File: src/rtl/pcu_pkg.sv
package pcu_pkg;

    typedef enum logic [1:0] {
        PH_IDLE  = 2'd0,
        PH_READ  = 2'd1,
        PH_JUDGE = 2'd2,
        PH_WRITE = 2'd3
    } pcu_phase_e;

    typedef struct packed {
        logic img;
        logic dep;
        logic fc;
    } pcu_verdict_t;

    localparam int MASK_IMG = 0;
    localparam int MASK_DEP = 1;

    function automatic pcu_verdict_t pcu_decide(
        input logic       ext,
        input logic       id_same,
        input logic       depth_same,
        input logic       depth_closer,
        input logic       stored_valid,
        input logic [1:0] mask
    );
        pcu_verdict_t v;
        logic pass;
        if (ext)
            pass = id_same && depth_same;
        else
            pass = id_same && (!stored_valid || depth_closer);
        v.img = pass && mask[MASK_IMG];
        v.dep = pass && mask[MASK_DEP] && !ext;
        v.fc  = v.img || v.dep;
        return v;
    endfunction

endpackage

File: src/rtl/pcu_judge.sv
module pcu_judge
    import pcu_pkg::*;
#(
    parameter int DEPTH_W = 24,
    parameter int WID_W   = 10,
    parameter int GRP_W   = 4
) (
    input  logic               op_ext,
    input  logic [DEPTH_W-1:0] op_depth,
    input  logic [WID_W-1:0]   op_wid,
    input  logic [1:0]         op_mask,
    input  logic [DEPTH_W-1:0] rd_depth,
    input  logic [WID_W-1:0]   rd_wid,
    input  logic               rd_fc,
    output pcu_verdict_t       verdict
);
    localparam int FINE_W = WID_W - GRP_W;

    logic grp_same, fine_same;

    assign grp_same  = (op_wid[WID_W-1:FINE_W] == rd_wid[WID_W-1:FINE_W]);
    assign fine_same = (op_wid[FINE_W-1:0] == rd_wid[FINE_W-1:0]);

    always_comb begin
        verdict = pcu_decide(op_ext,
                             grp_same && fine_same,
                             op_depth == rd_depth,
                             op_depth <  rd_depth,
                             rd_fc,
                             op_mask);
    end

endmodule

File: src/rtl/pcu_sequencer.sv
module pcu_sequencer
    import pcu_pkg::*;
#(
    parameter int ADDR_W  = 12,
    parameter int COLOR_W = 24,
    parameter int DEPTH_W = 24,
    parameter int WID_W   = 10
) (
    input  logic               clk,
    input  logic               rst,
    input  logic               req_valid,
    output logic               req_ready,
    input  logic               req_ext,
    input  logic [ADDR_W-1:0]  req_addr,
    input  logic [COLOR_W-1:0] req_color,
    input  logic [DEPTH_W-1:0] req_depth,
    input  logic [WID_W-1:0]   req_wid,
    input  logic [1:0]         req_mask,
    input  pcu_verdict_t       verdict,
    output logic               rd_en,
    output logic               op_ext,
    output logic [ADDR_W-1:0]  op_addr,
    output logic [COLOR_W-1:0] op_color,
    output logic [DEPTH_W-1:0] op_depth,
    output logic [WID_W-1:0]   op_wid,
    output logic [1:0]         op_mask,
    output logic               img_we,
    output logic               dep_we,
    output logic               fc_we
);
    pcu_phase_e   phase_q;
    pcu_verdict_t verdict_q;

    assign req_ready = (phase_q == PH_IDLE);
    assign rd_en     = (phase_q == PH_READ);
    assign img_we    = (phase_q == PH_WRITE) && verdict_q.img;
    assign dep_we    = (phase_q == PH_WRITE) && verdict_q.dep;
    assign fc_we     = (phase_q == PH_WRITE) && verdict_q.fc;

    always_ff @(posedge clk) begin
        if (rst) begin
            phase_q   <= PH_IDLE;
            verdict_q <= '0;
            op_ext    <= 1'b0;
            op_addr   <= '0;
            op_color  <= '0;
            op_depth  <= '0;
            op_wid    <= '0;
            op_mask   <= '0;
        end else begin
            unique case (phase_q)
                PH_IDLE: if (req_valid) begin
                    phase_q  <= PH_READ;
                    op_ext   <= req_ext;
                    op_addr  <= req_addr;
                    op_color <= req_color;
                    op_depth <= req_depth;
                    op_wid   <= req_wid;
                    op_mask  <= req_mask;
                end
                PH_READ:  phase_q <= PH_JUDGE;
                PH_JUDGE: begin
                    phase_q   <= PH_WRITE;
                    verdict_q <= verdict;
                end
                PH_WRITE: phase_q <= PH_IDLE;
                default:  phase_q <= PH_IDLE;
            endcase
        end
    end

    // the first cycle after reset is idle
    a_r1_reset_idle: assert property (@(posedge clk) disable iff (rst)
        $past(rst) |-> (req_ready && !rd_en && !img_we && !dep_we && !fc_we));

    // the read strobe lasts one cycle
    a_r2_read_single: assert property (@(posedge clk) disable iff (rst)
        rd_en |=> !rd_en);

    // writes come two cycles after the read
    a_r2_write_after_read: assert property (@(posedge clk) disable iff (rst)
        (img_we || dep_we || fc_we) |-> $past(rd_en, 2));

    // no write while a new request can be taken
    a_r2_idle_no_write: assert property (@(posedge clk) disable iff (rst)
        req_ready |-> !(img_we || dep_we || fc_we));

    // ID-extension mode never writes the depth planes
    a_r6_ext_keeps_depth: assert property (@(posedge clk) disable iff (rst)
        dep_we |-> !op_ext);

    // masked-off targets stay untouched
    a_r7_image_masked: assert property (@(posedge clk) disable iff (rst)
        img_we |-> op_mask[MASK_IMG]);
    a_r7_depth_masked: assert property (@(posedge clk) disable iff (rst)
        dep_we |-> op_mask[MASK_DEP]);

    // any plane write also marks the pixel valid
    a_r8_mark_valid: assert property (@(posedge clk) disable iff (rst)
        (img_we || dep_we) |-> fc_we);

endmodule

File: src/rtl/pix_commit_unit.sv
module pix_commit_unit
    import pcu_pkg::*;
#(
    parameter int ADDR_W  = 12,
    parameter int COLOR_W = 24,
    parameter int DEPTH_W = 24,
    parameter int WID_W   = 10,
    parameter int GRP_W   = 4
) (
    input  logic               clk,
    input  logic               rst,
    input  logic               req_valid,
    output logic               req_ready,
    input  logic               req_ext,
    input  logic [ADDR_W-1:0]  req_addr,
    input  logic [COLOR_W-1:0] req_color,
    input  logic [DEPTH_W-1:0] req_depth,
    input  logic [WID_W-1:0]   req_wid,
    input  logic [1:0]         req_mask,
    output logic               rd_en,
    output logic [ADDR_W-1:0]  rd_addr,
    input  logic [DEPTH_W-1:0] rd_depth,
    input  logic [WID_W-1:0]   rd_wid,
    input  logic               rd_fc,
    output logic [ADDR_W-1:0]  wr_addr,
    output logic [COLOR_W-1:0] wr_color,
    output logic [DEPTH_W-1:0] wr_depth,
    output logic               img_we,
    output logic               dep_we,
    output logic               fc_we
);
    logic               op_ext;
    logic [ADDR_W-1:0]  op_addr;
    logic [COLOR_W-1:0] op_color;
    logic [DEPTH_W-1:0] op_depth;
    logic [WID_W-1:0]   op_wid;
    logic [1:0]         op_mask;
    pcu_verdict_t       verdict;

    pcu_sequencer #(
        .ADDR_W(ADDR_W), .COLOR_W(COLOR_W), .DEPTH_W(DEPTH_W), .WID_W(WID_W)
    ) u_seq (
        .clk(clk), .rst(rst),
        .req_valid(req_valid), .req_ready(req_ready), .req_ext(req_ext),
        .req_addr(req_addr), .req_color(req_color), .req_depth(req_depth),
        .req_wid(req_wid), .req_mask(req_mask),
        .verdict(verdict), .rd_en(rd_en),
        .op_ext(op_ext), .op_addr(op_addr), .op_color(op_color),
        .op_depth(op_depth), .op_wid(op_wid), .op_mask(op_mask),
        .img_we(img_we), .dep_we(dep_we), .fc_we(fc_we)
    );

    pcu_judge #(
        .DEPTH_W(DEPTH_W), .WID_W(WID_W), .GRP_W(GRP_W)
    ) u_judge (
        .op_ext(op_ext), .op_depth(op_depth), .op_wid(op_wid), .op_mask(op_mask),
        .rd_depth(rd_depth), .rd_wid(rd_wid), .rd_fc(rd_fc),
        .verdict(verdict)
    );

    assign rd_addr  = op_addr;
    assign wr_addr  = op_addr;
    assign wr_color = op_color;
    assign wr_depth = op_depth;

endmodule

File: config.mk
export PLATFORM = sky130hd
export DESIGN_NAME = pix_commit_unit
export DESIGN_NICKNAME = d
export VERILOG_FILES = /design/src/rtl/pcu_pkg.sv /design/src/rtl/pcu_judge.sv /design/src/rtl/pcu_sequencer.sv /design/src/rtl/pix_commit_unit.sv
export SDC_FILE = /design/constraint.sdc
export NUM_CORES = 1
export LEC_CHECK = 0
export BUFFER_PORTS_ARGS = -buffer_cell sky130_fd_sc_hd__buf_2
export CAP_MARGIN = 20
export CORE_UTILIZATION = 42
export CTS_BUF_LIST = sky130_fd_sc_hd__clkbuf_2 sky130_fd_sc_hd__clkbuf_4 sky130_fd_sc_hd__clkbuf_8
export DETAILED_ROUTE_END_ITERATION = 12
export PLACE_DENSITY_LB_ADDON = 0.05
export SLEW_MARGIN = 10
export SYNTH_ARGS = -nofsm -noshare
export SYNTH_HDL_FRONTEND = slang
export SYNTH_SLANG_ARGS = --single-unit
File: constraint.sdc
create_clock -name clk -period 1.9 [get_ports clk]
set_input_delay 0.19 -clock clk [delete_from_list [all_inputs] [get_ports clk]]
set_output_delay 0.19 -clock clk [all_outputs]
set_load 0.05 [all_outputs]
==> metrics.csv <==
metric,value,unit
yosysWarnings,0,
seq_area_frac_synth,42.9,%
final_cells,749,
clkTransAtPathRegs,80,ps
h-tree-depth,3,
period_minus_slack,1870,ps
yosysTopAreaCell,dfxtp_1,
layout-drive-gt1-share,37.9,%
multi_input_area,0.00189,mm²
area_delta_synth_final,36.5,%
hp-class,input port to flip-flop,
setup_tns,0,ps
grt-ovfl-total,0,
final_hold_viol_count,0,
synth-main-ff-cell,dfxtp_1,
nFillCells,815,
power,6.54,mW
postPlaceCellArea,0.00468,mm²
vdd_ir_drop_max,752,µV
crit_fanout,4,
ant_nets,0,
synth.top_cell.area_share,42.9,%
numPlacedInstances,732,
worstSetupStartpoint,u_seq.op_depth[3],
synthCells,471,
r2r_slack,30,ps
ff_latch_area,0.00160,mm²
die_area,0.00904,mm²
drt-total-wl,9080,µm
drt_drc_violations_left,0,
cp.arrival,2140,ps
gp_congestion,0.752,
crit_path_end_kind,flip-flop,
pre_cts_slack,-42.0,ps
r2r-start,u_seq.op_depth[3],
crit_path_start_kind,flip-flop,
drv_slew,0,
synthArstFlopShare,0,%
worst_slew_pin_slew,706,ps
clock.fmax,535,MHz
cts-root-buf,clkbuf_8,
grt_pass1_vias,3227,
setup_ws,30.0,ps
dr.pass1.iters,4,
fin_util,59.8,%
wl_per_cell,12.1,µm
num_antenna_cells,0,
clockBufferDepth,2,
critPathRequiredTime,2170,ps
rows,33,
dieHeight,95.1,µm
postLayoutCellArea,0.00497,mm²
crit_end,u_seq.verdict_q[0],
finClkSkew,7.11,ps
synth_area_leaders,"dfxtp_1 (43%), nand2_1 (16%), a21oi_1 (11%), ha_1 (9.6%), inv_1 (2.9%)",
core_region_area,0.00830,mm²
avgViaCountPerCell,4.78,
synth-edff-count,0,
ys_ff_latch,78,
timing.hold.ws,68.9,ps
power_density,1320,mW/mm²
status,finished clean,
crit_type,flip-flop to flip-flop,
holdPathStages,3,
die_w,95.1,µm
clk_latency,340,ps
leakage,2.49,nW
rsz0062_at_grt,true,
vias,3578,
max_slew_margin,52.9,%
grt_first_pass_wirelength,14000,µm
dp_hpwl,6590,µm
numCtsBuffers,9,
r2r_end,u_seq.verdict_q[0],
grt_max_degree,74,
syn_nets,610,
start_util,43.8,%
track_usage,19.8,%
io_pins,188,
syn_area,0.00364,mm²
port_buffers,187,
finalSetupViolCount,0,
drv_cap,0,
synth.distinct_cells,34,
layout_common_cells,"buf_2 (187), nand2_1 (156), a21oi_1 (80)",
post-route-period-util,98.4,%
cts_tree,done,
syn_avg_cell_area,7.72,µm²
final_common_cell,buf_2,
antenna_found_initial,0,
reg2regPathDepth,7,
final_nets,778,
first_iter_violations,80,
clock-sinks,78,
[power breakdown]
part / internal, mW / switching, mW
logic: 0.838 / 2.14
clock network: 0.753 / 0.617
registers: 1.98 / 0.212
[how the worst min path moves through the flow]
stage / start / to / slack (ps)
finish: req_depth[15] / u_seq.op_depth[15] / 70
global route: req_color[7] / u_seq.op_color[7] / 60
CTS: req_depth[2] / u_seq.op_depth[2] / 50
detailed placement: req_depth[2] / u_seq.op_depth[2] / 430
global placement: req_depth[2] / u_seq.op_depth[2] / 430
floorplan: req_depth[1] / u_seq.op_depth[1] / 320
[metal layers]
metal | part of all wire, % | routed length, µm | track usage (%)
met3 | 6.5 | 594 | 4.63
met5 | 0 | 0 | 0
met4 | 1.2 | 107 | 7.70
met2 | 48 | 4400 | 34.5
met1 | 44 | 3970 | 23.3
[cell families (layout without fill, tap and decap cells)]
group	after synthesis	in the layout	synth area share, %
DFF	78	78	42.9
buffers and inverters	64	237	7.84
muxes	1	1	0.275
adders and majority gates	28	28	9.63
and+or+nand+nor	193	193	22.1
AOI/OAI and AO/OA	97	97	14.8
xor gates and xnor gates	10	10	2.41
[critical path, cell delays in order, from the launching register on]
cell	delay, ps
dfxtp_4	360
ha_4	220
a21oi_2	130
a31oi_1	90
a211o_1	260
a41o_1	180
a2111o_1	420
o21ai_1	140
[final cells by class]
type / instances / share of cell area (%)
Inverter: 28 / 2.12
Timing Repair Buffer: 193 / 20.5
Clock inverter: 6 / 1.74
Tap cell: 105 / 2.65
Multi-Input combinational cell: 329 / 38.1
Clock buffer: 10 / 2.65
Sequential cell: 78 / 32.3
[state kept, by name, summed over array words and instances, names as in the netlist]
register,flops
u_seq.op_addr,12
u_seq.op_color,24
u_seq.op_depth,24
u_seq.op_ext,1
u_seq.op_mask,2
u_seq.op_wid,10
u_seq.phase_q,2
u_seq.verdict_q,3
[what timing repair did]
action,4_1_cts,5_1_grt
gates cloned,0,0
hold buffers,0,0
endpoints found under the setup margin,2,2
setup buffers,0,1
pin swaps,1,10
resized for setup,2,5
[synth_stat cells (5+ instances only)]
library cell	instances
ha_1	28
buf_4	12
xnor2_1	5
clkbuf_1	22
inv_1	28
nand4_1	8
dfxtp_1	78
a21oi_1	81
xor2_1	5
nand2_1	157
nor2_1	6
(Power assumes the default switching activity.)
